[src/rtl/ctx_pkg.sv]
package ctx_pkg;
  localparam int NB_FULL = 9;
  localparam int NB_FAST = 2;
  localparam int CNT_W   = 4;

  typedef enum logic [1:0] {S_IDLE, S_PUSH, S_POP} seq_e;

  // byte k of the packed frame lives at [8k+7:8k]; k is the push slot
  typedef struct packed {
    logic [7:0]  ccr;
    logic [7:0]  acc_b;
    logic [7:0]  acc_a;
    logic [15:0] ix;
    logic [15:0] iy;
    logic [7:0]  pc_hi;
    logic [7:0]  pc_lo;
  } ctx_t;

  function automatic logic [7:0] ctx_slot(ctx_t c, logic [CNT_W-1:0] s);
    case (s)
      4'd0:    return c.pc_lo;
      4'd1:    return c.pc_hi;
      4'd2:    return c.iy[7:0];
      4'd3:    return c.iy[15:8];
      4'd4:    return c.ix[7:0];
      4'd5:    return c.ix[15:8];
      4'd6:    return c.acc_a;
      4'd7:    return c.acc_b;
      default: return c.ccr;
    endcase
  endfunction
endpackage

[src/rtl/ctx_fsm.sv]
module ctx_fsm
  import ctx_pkg::*;
(
  input  logic             clk_i,
  input  logic             rst_ni,
  input  logic             accept_i,
  input  logic             reti_i,
  input  logic             mode_full_i,
  output seq_e             state_o,
  output logic [CNT_W-1:0] slot_o,
  output logic             last_o,
  output logic             start_push_o
);
  seq_e             state_q;
  logic [CNT_W-1:0] cnt_q, n_bytes;
  logic             mode_q, ret_pend_q;

  assign n_bytes      = mode_q ? CNT_W'(NB_FULL) : CNT_W'(NB_FAST);
  assign last_o       = (cnt_q == n_bytes - CNT_W'(1));
  assign slot_o       = (state_q == S_PUSH) ? cnt_q : (n_bytes - CNT_W'(1) - cnt_q);
  assign state_o      = state_q;
  assign start_push_o = (state_q == S_IDLE) && accept_i;

  always_ff @(posedge clk_i or negedge rst_ni) begin
    if (!rst_ni) begin
      state_q    <= S_IDLE;
      cnt_q      <= '0;
      mode_q     <= 1'b1;
      ret_pend_q <= 1'b0;
    end else begin
      case (state_q)
        S_IDLE: begin
          cnt_q <= '0;
          if (accept_i) begin
            state_q    <= S_PUSH;
            mode_q     <= mode_full_i;
            ret_pend_q <= ret_pend_q | reti_i;
          end else if (reti_i || ret_pend_q) begin
            state_q    <= S_POP;
            mode_q     <= mode_full_i;
            ret_pend_q <= 1'b0;
          end
        end
        S_PUSH: begin
          ret_pend_q <= ret_pend_q | reti_i;  // return waits for save end
          if (last_o) begin
            state_q <= S_IDLE;
            cnt_q   <= '0;
          end else cnt_q <= cnt_q + CNT_W'(1);
        end
        S_POP: begin
          if (last_o) begin
            state_q <= S_IDLE;
            cnt_q   <= '0;
          end else cnt_q <= cnt_q + CNT_W'(1);
        end
        default: state_q <= S_IDLE;
      endcase
    end
  end

  // return seen during a save is latched
  a_r8_ret_held: assert property (@(posedge clk_i) disable iff (!rst_ni)
    (state_q == S_PUSH && reti_i) |=> ret_pend_q);
  // a restore is never followed directly by a save
  a_r9_no_push_after_pop: assert property (@(posedge clk_i) disable iff (!rst_ni)
    (state_q == S_POP) |=> (state_q != S_PUSH));
  // counter stays inside the frame
  a_r5_cnt_range: assert property (@(posedge clk_i) disable iff (!rst_ni)
    cnt_q < n_bytes);
endmodule

[src/rtl/ctx_sp_unit.sv]
module ctx_sp_unit #(
  parameter int AW = 8
) (
  input  logic          clk_i,
  input  logic          rst_ni,
  input  logic          push_i,
  input  logic          pop_i,
  output logic [AW-1:0] sp_o,
  output logic [AW-1:0] addr_o
);
  localparam logic [AW-1:0] SP_RST = {AW{1'b1}};
  logic [AW-1:0] sp_q;

  always_ff @(posedge clk_i or negedge rst_ni) begin
    if (!rst_ni)     sp_q <= SP_RST;
    else if (push_i) sp_q <= sp_q - AW'(1);  // post-decrement
    else if (pop_i)  sp_q <= sp_q + AW'(1);  // pre-increment
  end

  assign sp_o   = sp_q;
  assign addr_o = pop_i ? sp_q + AW'(1) : sp_q;
endmodule

[src/rtl/ctx_restore.sv]
module ctx_restore
  import ctx_pkg::*;
(
  input  logic             clk_i,
  input  logic             rst_ni,
  input  logic             wr_i,
  input  logic [CNT_W-1:0] slot_i,
  input  logic [7:0]       din_i,
  output ctx_t             ctx_o
);
  logic [8*NB_FULL-1:0] flat;

  for (genvar k = 0; k < NB_FULL; k++) begin : g_slot
    logic [7:0] byte_q;
    always_ff @(posedge clk_i or negedge rst_ni) begin
      if (!rst_ni) byte_q <= '0;
      else if (wr_i && slot_i == CNT_W'(k)) byte_q <= din_i;
    end
    assign flat[8*k +: 8] = byte_q;
  end

  assign ctx_o = ctx_t'(flat);
endmodule

[src/rtl/ctx_stacker.sv]
module ctx_stacker
  import ctx_pkg::*;
#(
  parameter int AW = 8
) (
  input  logic          clk_i,
  input  logic          rst_ni,
  input  logic          accept_i,
  input  logic [15:0]   vector_i,
  input  logic          reti_i,
  input  logic          mode_full_i,
  input  logic [7:0]    pc_lo_i,
  input  logic [7:0]    pc_hi_i,
  input  logic [15:0]   iy_i,
  input  logic [15:0]   ix_i,
  input  logic [7:0]    acc_a_i,
  input  logic [7:0]    acc_b_i,
  input  logic [7:0]    ccr_i,
  output logic          mem_we_o,
  output logic          mem_re_o,
  output logic [AW-1:0] mem_addr_o,
  output logic [7:0]    mem_wdata_o,
  input  logic [7:0]    mem_rdata_i,
  output logic [AW-1:0] sp_o,
  output logic [15:0]   pc_o,
  output logic          pc_load_o,
  output logic          busy_o,
  output logic          ctx_valid_o,
  output logic [15:0]   rest_iy_o,
  output logic [15:0]   rest_ix_o,
  output logic [7:0]    rest_acc_a_o,
  output logic [7:0]    rest_acc_b_o,
  output logic [7:0]    rest_ccr_o
);
  seq_e             state;
  logic [CNT_W-1:0] slot;
  logic             last, start_push, push, pop;
  ctx_t             snap_q, rest;
  logic [15:0]      vec_q;
  logic             pc_sel_q, pc_load_q, valid_q;

  ctx_fsm u_fsm (
    .clk_i, .rst_ni, .accept_i, .reti_i, .mode_full_i,
    .state_o(state), .slot_o(slot), .last_o(last), .start_push_o(start_push)
  );

  assign push = (state == S_PUSH);
  assign pop  = (state == S_POP);

  ctx_sp_unit #(.AW(AW)) u_sp (
    .clk_i, .rst_ni, .push_i(push), .pop_i(pop), .sp_o, .addr_o(mem_addr_o)
  );

  ctx_restore u_rest (
    .clk_i, .rst_ni, .wr_i(pop), .slot_i(slot), .din_i(mem_rdata_i), .ctx_o(rest)
  );

  always_ff @(posedge clk_i or negedge rst_ni) begin
    if (!rst_ni) begin
      snap_q    <= '0;
      vec_q     <= '0;
      pc_sel_q  <= 1'b0;
      pc_load_q <= 1'b0;
      valid_q   <= 1'b0;
    end else begin
      if (start_push) begin
        snap_q <= '{ccr: ccr_i, acc_b: acc_b_i, acc_a: acc_a_i, ix: ix_i,
                    iy: iy_i, pc_hi: pc_hi_i, pc_lo: pc_lo_i};
        vec_q  <= vector_i;
      end
      pc_load_q <= last && (push || pop);
      valid_q   <= last && pop;
      if (last && push) pc_sel_q <= 1'b0;
      else if (last && pop) pc_sel_q <= 1'b1;
    end
  end

  assign mem_we_o     = push;
  assign mem_re_o     = pop;
  assign mem_wdata_o  = ctx_slot(snap_q, slot);
  assign busy_o       = push || pop;
  assign pc_o         = pc_sel_q ? {rest.pc_hi, rest.pc_lo} : vec_q;
  assign pc_load_o    = pc_load_q;
  assign ctx_valid_o  = valid_q;
  assign rest_iy_o    = rest.iy;
  assign rest_ix_o    = rest.ix;
  assign rest_acc_a_o = rest.acc_a;
  assign rest_acc_b_o = rest.acc_b;
  assign rest_ccr_o   = rest.ccr;

  // pointer moves down one per write
  a_r2_push_sp_down: assert property (@(posedge clk_i) disable iff (!rst_ni)
    mem_we_o |=> sp_o == $past(sp_o) - AW'(1));
  // pointer moves up one per read
  a_r6_pop_sp_up: assert property (@(posedge clk_i) disable iff (!rst_ni)
    mem_re_o |=> sp_o == $past(sp_o) + AW'(1));
  // single-port memory, never read and write together
  a_r5_port_excl: assert property (@(posedge clk_i) disable iff (!rst_ni)
    !(mem_we_o && mem_re_o));
  // PC load strobe only right after a stack sequence
  a_r4_load_after_seq: assert property (@(posedge clk_i) disable iff (!rst_ni)
    pc_load_o |-> $past(busy_o));
endmodule

[config.mk]
export PLATFORM = sky130hd
export DESIGN_NAME = ctx_stacker
export DESIGN_NICKNAME = d
export VERILOG_FILES = /design/src/rtl/ctx_pkg.sv /design/src/rtl/ctx_fsm.sv /design/src/rtl/ctx_sp_unit.sv /design/src/rtl/ctx_restore.sv /design/src/rtl/ctx_stacker.sv
export SDC_FILE = /design/constraint.sdc
export NUM_CORES = 1
export LEC_CHECK = 0
export ABC_AREA = 1
export BUFFER_PORTS_ARGS = -buffer_cell sky130_fd_sc_hd__buf_2
export CAP_MARGIN = 20
export CORE_ASPECT_RATIO = 0.9
export CORE_MARGIN = 2
export CORE_UTILIZATION = 59
export CTS_CLUSTER_SIZE = 14
export DETAILED_ROUTE_END_ITERATION = 10
export PLACE_DENSITY = 0.94
export SLEW_MARGIN = 10
export SYNTH_ARGS = -nofsm -noshare
export SYNTH_HDL_FRONTEND = slang
export SYNTH_SLANG_ARGS = --single-unit
[constraint.sdc]
create_clock -name clk_i -period 7.2 [get_ports clk_i]
set_input_delay 0.72 -clock clk_i [delete_from_list [all_inputs] [get_ports clk_i]]
set_output_delay 0.72 -clock clk_i [all_outputs]
set_load 0.05 [all_outputs]
# Yosys cells after proc, flatten, opt, wreduce, memory -nomap -nowiden
# Index checks and enable logic that the tools add are counted.
dict set report word_totals {
  ff_bits 179
  inputBits 101
  out_inout_bits 101
  word_cells 88
}
dict set report classes {
  n_addsub 5
  n_eq_ne 13
  n_mux 19
  n_bitwise 1
  reduce_logical 25
}
# op n
set ops {}
lappend ops {{8-bit case mux with 8 select lines} 1}
lappend ops {{4-bit by 3-bit == test with 1-bit output (second input constant)} 4}
lappend ops {{16-bit 2-to-1 mux} 1}
lappend ops {{8-bit 2-to-1 mux} 2}
lappend ops {{1-bit logical AND} 13}
lappend ops {{4-bit 2-to-1 mux} 3}
lappend ops {{8-bit by 1-bit adder with 8-bit output (second input constant)} 1}
lappend ops {{4-bit by 2-bit == test with 1-bit output (second input constant)} 2}
lappend ops {{4-bit case mux with 2 select lines} 1}
lappend ops {{2-bit nonzero test} 4}
lappend ops {{8-bit by 1-bit subtractor with 8-bit output (second input constant)} 1}
lappend ops {{1-bit 2-to-1 mux} 6}
lappend ops {{2-bit 2-to-1 mux} 3}
lappend ops {{2-bit AND reduction} 3}
lappend ops {{4-bit by 1-bit adder with 4-bit output (second input constant)} 1}
lappend ops {{4-bit by 1-bit == test with 1-bit output (second input constant)} 1}
lappend ops {{4-bit == test} 1}
lappend ops {{4-bit == test (second input constant)} 1}
lappend ops {{4-bit logical NOT} 1}
lappend ops {{2-bit case mux with 2 select lines} 1}
lappend ops {{4-bit by 1-bit subtractor with 4-bit output (second input constant)} 1}
lappend ops {{4-bit subtractor} 1}
lappend ops {{3-bit != test (second input constant)} 1}
lappend ops {{2-bit by 1-bit == test with 1-bit output (second input constant)} 1}
lappend ops {{7 further kinds} 8}

# Logic depth before layout (Yosys ltp)
dict set report logic_depth {
  ltp_word 6
  mapped_depth 13
  depth_no_buf 12
}

# Cells and area by module
# Synthesis repeated with hierarchy kept, for this count alone.
dict set report hier_totals {
  cells_unflattened 945
  area_unflattened_um2 8579.5
}
# module instances cells_per_inst area_per_inst_um2 seq_area_each_um2
set modules_own_cells {}
lappend modules_own_cells {ctx_stacker 1 420 4304.1 2277.2}
lappend modules_own_cells {ctx_restore 1 351 3054.2 1801.7}
lappend modules_own_cells {ctx_sp_unit 1 97 631.9 210.2}
lappend modules_own_cells {ctx_fsm 1 77 589.3 201.4}

# Least setup slack after synthesis
# No wires, ideal clock.
dict set report synth_path {
  path_type {register to output}
  from {register u_fsm.state_q[1] (netlist: u_fsm.state_o[1])}
  to {output mem_wdata_o[7]}
  t_arrival_ns 2.621
  setup_slack_ns 3.859
  path_stages_with_launch 13
  n_path_buf 2
  path_cell_list {dfrtp_1 -> inv_1 -> ha_1 -> buf_4 -> nand2_1 -> o21ai_2 -> inv_4 -> nor2_4 -> buf_4 -> nand4_1 -> nand2_1 -> nor2_1 -> nand3_1}
}
dict set report synth_between {
  elab_chain_cells 4
}
# element line_no
set synth_rtl {}
lappend synth_rtl {{start, declared} ctx_fsm.sv:14} ;# seq_e state_q;
lappend synth_rtl {{start signal, assigned} ctx_fsm.sv:26} ;# state_q <= S_IDLE;
lappend synth_rtl {{start signal, assigned} ctx_fsm.sv:35} ;# state_q <= S_PUSH;
lappend synth_rtl {{start signal, assigned} ctx_fsm.sv:39} ;# state_q <= S_POP;
lappend synth_rtl {{2-bit by 1-bit == test with 1-bit output *} n/a}
lappend synth_rtl {{named net mem_we_o} ctx_stacker.sv:19} ;# output logic mem_we_o,
lappend synth_rtl {{4-bit 2-to-1 mux *} ctx_fsm.sv:20} ;# assign slot_o = (state_q == S_PUSH) ? cnt_q : (n_bytes - CNT_W'(1) - cnt_q);
lappend synth_rtl {{4-bit by 3-bit == test with 1-bit output, or another cell as far along} ctx_pkg.sv:20} ;# case (s)
lappend synth_rtl {{8-bit case mux with 8 select lines *} ctx_pkg.sv:20}
lappend synth_rtl {{end, declared} ctx_stacker.sv:22} ;# output logic [7:0] mem_wdata_o,
# Mark *: on every way through the listed nets, which the timed path passes. The rest lies on a longest branch.

# Worst setup path after layout
dict set report layout_path {
  from {register u_fsm.state_q[1] (netlist: u_fsm.state_o[1])}
  to {output mem_wdata_o[5]}
}
dict set report layout_between {
  elab_chain_cells 4
}
# element line_no
set layout_rtl {}
lappend layout_rtl {{2-bit by 1-bit == test with 1-bit output *} ctx_fsm.sv:20}
lappend layout_rtl {{4-bit 2-to-1 mux *} ctx_fsm.sv:20}
lappend layout_rtl {{4-bit by 3-bit == test with 1-bit output, or another cell as far along} ctx_pkg.sv:20}
lappend layout_rtl {{8-bit case mux with 8 select lines *} ctx_pkg.sv:20}
# Mark *: on every way between the ends. The rest lies on a longest branch, timed or not.

==> impl_results.md <==
* H-tree levels at 4
* Ant. Diodes at 0
* Synth top cells by count: 441 x nand2_1, 170 x dfrtp_1, 75 x o21ai_0
* Ranking of synthesized cells by area: dfrtp_1 49%, nand2_1 19%, buf_4 5.0%
* Largest net degree at the start of global routing at 101
* Pins Over Slew Limit at 0
* Clock buffer depth at 2
* Root Driver: clkbuf_16
* Global route overflow at 0
* Synthesized Nets at 1,184
* FFs w/ async S/R, synth at 100%
* Fin nets at 1,303
* Site row count at 42
* Critical Path RT at 6480 ps
* Clock transition at the registers of the reported paths at 70 ps
* Mux cell area share after synthesis at 0.115%
* Core ar. at 14,600 um2
* Tmin final at 4000 ps
* Detailed Route WL at 22,100 um
* Most frequent cell after synthesis: nand2_1
* DRT Pass-1 Iters at 7
* Max cap viols at 0
* Initial Utilization at 59.8%
* EDFF count, synth at 0
* Fin Setup TNS at 0 ps
* Tightest Pin Transition at 958 ps
* R2R Setup Slk at 4010 ps
* Placed Area at 9390 um2
* Synthesized area per cell at 8.13 um2
* Status: completed
* XOR/XNOR share of the synthesized area at 0.888%
* Netlist cell types at 34
* CP Max Fanout at 53
* Synthesized instance count at 1,074
* Normalized max-slew margin at 36.1%
* CTS Sinks at 179
* Worst skew pair latency at 440 ps
* CTS buffer count at 17
* Dpl hpwl at 15,000 um
* Endpoint type of the worst setup path: primary output
* Final hold vios at 0
* Synth Area in Compound Gates at 7.42%
* CTS tree: built
* Post-Syn Area at 8730 um2
* Critical Path Start Type: flip-flop
* Period utilization at 55.6%
* Die Ht at 119 um
* Yosys warns at 0
* First-pass GRT wire length at 36,300 um
* Seq/Total Area, Yosys at 51.4%
* RePlAce Congestion at 0.876
* Detail-routed net length per standard cell at 15.8 um
* Layout cell share with drive strength beyond 1 at 23.5%
* Synth Area in Simple Gates at 28.9%
* Cts repair resizes at 0
* Setup violators final at 0
* HP Class: input pin to async pin
* Synth area leader: dfrtp_1
* Vias per cell at 5.43
* Critical path class: flip-flop to primary output
* #FFs+latches synth at 179
* Final antenna-violating net count at 0
* Synth Area in Adders at 1.29%
* Drt initial violations at 616
* Main combinational cell family by area after synthesis: simple AND/OR/NAND/NOR gates
* Design area at 10,100 um2
* Die area at 15,800 um2
* CP arrival at 3280 ps
* # Post-CTS Setup Buffers at 0
* # port buffers at 201
* DRC at 0
* Area growth, synth to finish at 15.1%
* Die W at 132 um
* Initial antenna violation count at 0
* Vias in the first global route at 7,301
* I/O Pins at 202
* Yosys top cell area share at 48.7%
* Primary FF master, synth: dfrtp_1
* Fmax at 250 MHz
* CTS Hold Buffers Added at 0
* RSZ-0062 raised after global routing: no
* Clock Skews at 8.89 ps
* Total track usage at 29.2%
* Total number of vias at 7,627
[worst max-delay path, stage by stage (launching register included)]
cell and delay [ps]:
dfrtp_1 420, inv_1 90, ha_1 530, inv_2 250, nand3_1 160, nand2_2 210
buf_12 270, inv_1 410, nand2_1 110, nand3_1 120, buf_2 260
[cell usage in the layout, fill, tap and decap left out, types with 2 or more instances in the layout]
| cell | n |
|---|---|
| inv_2 | 6 |
| ha_1 | 9 |
| nand2_2 | 8 |
| a31oi_1 | 3 |
| clkbuf_16 | 17 |
| o21ai_0 | 75 |
| nand3_1 | 17 |
| clkinv_4 | 4 |
| nor2_1 | 39 |
| xor2_1 | 7 |
| nand2_1 | 439 |
| nor2_2 | 3 |
| nor2_4 | 9 |
| bufinv_16 | 2 |
| buf_4 | 5 |
| buf_2 | 200 |
| o21ai_1 | 24 |
| clkbuf_8 | 3 |
| dfrtp_1 | 170 |
| o31ai_1 | 2 |
| dfstp_2 | 9 |
| nand4_1 | 68 |
| inv_1 | 51 |
| inv_6 | 3 |
| a21oi_1 | 14 |
[registers in the layout, indices dropped and copies added, names as in the netlist]
register	count
ctx_valid_o	1
snap_q	72
pc_sel_q	1
u_fsm.mode_q	1
u_rest.g_slot.byte_q	72
u_fsm.ret_pend_q	1
vec_q	16
pc_load_o	1
u_fsm.cnt_q	4
u_sp.sp_o	8
u_fsm.state_o	2
[final cells by class]
class / instances / area, um2
Fill cell: 1141 / 4560
Timing Repair Buffer: 208 / 1100
Multi-Input combinational cell: 728 / 3380
Tap cell: 198 / 248
Inverter: 59 / 224
Sequential cell: 179 / 4490
Clock inverter: 12 / 145
Clock buffer: 20 / 467
[final timing paths]
kind,startpoint,end,depth (start not counted)
max in group asynchronous,rst_ni,snap_q[4],3
setup reg to reg,u_fsm.state_o[1],u_rest.g_slot[1].byte_q[6],12
setup / recovery,u_fsm.state_o[1],mem_wdata_o[5],10
min in group clk_i,ix_i[2],snap_q[34],3
hold / removal,rst_ni,u_rest.g_slot[6].byte_q[0],1
hold reg to reg,vec_q[13],vec_q[13],2
[layer usage]
metal / part of all wire [%] / track usage (%) / vias to the layer above
met2: 48 / 47.2 / 351
met4: 2.3 / 10.7 / 0
met3: 7.6 / 6.13 / 40
li1: - / - / 3641
met5: 0 / 0 / -
met1: 42 / 39.3 / 3595
[cell families (layout without fill, tap and decap cells)]
kind of cell / after synthesis / in the layout
AO/OA/AOI/OAI: 123 / 123
XOR/XNOR: 8 / 8
adder cells (fa/ha/maj): 9 / 9
buffers and inverters: 167 / 299
flip-flops: 179 / 179
multiplexers: 1 / 1
AND/OR/NAND/NOR: 587 / 587
[metrics by stage]
stage / hold WS, ps / cells / setup WS, ps / util [%]
2_1_floorplan: 424 / 1074 / 3860 / -
6_report: 370 / 1404 / 3200 / 68.8
5_1_grt: 451 / 1404 / 2970 / 68.8
4_1_cts: 423 / 1402 / 2740 / 68.5
3_3_place_gp: 463 / 1370 / 3400 / 64.3
3_5_place_dp: 466 / 1370 / 3200 / 64.3
Power is not shown: default switching activity piles up to over one toggle a cycle in this logic, so the estimate is an artifact.
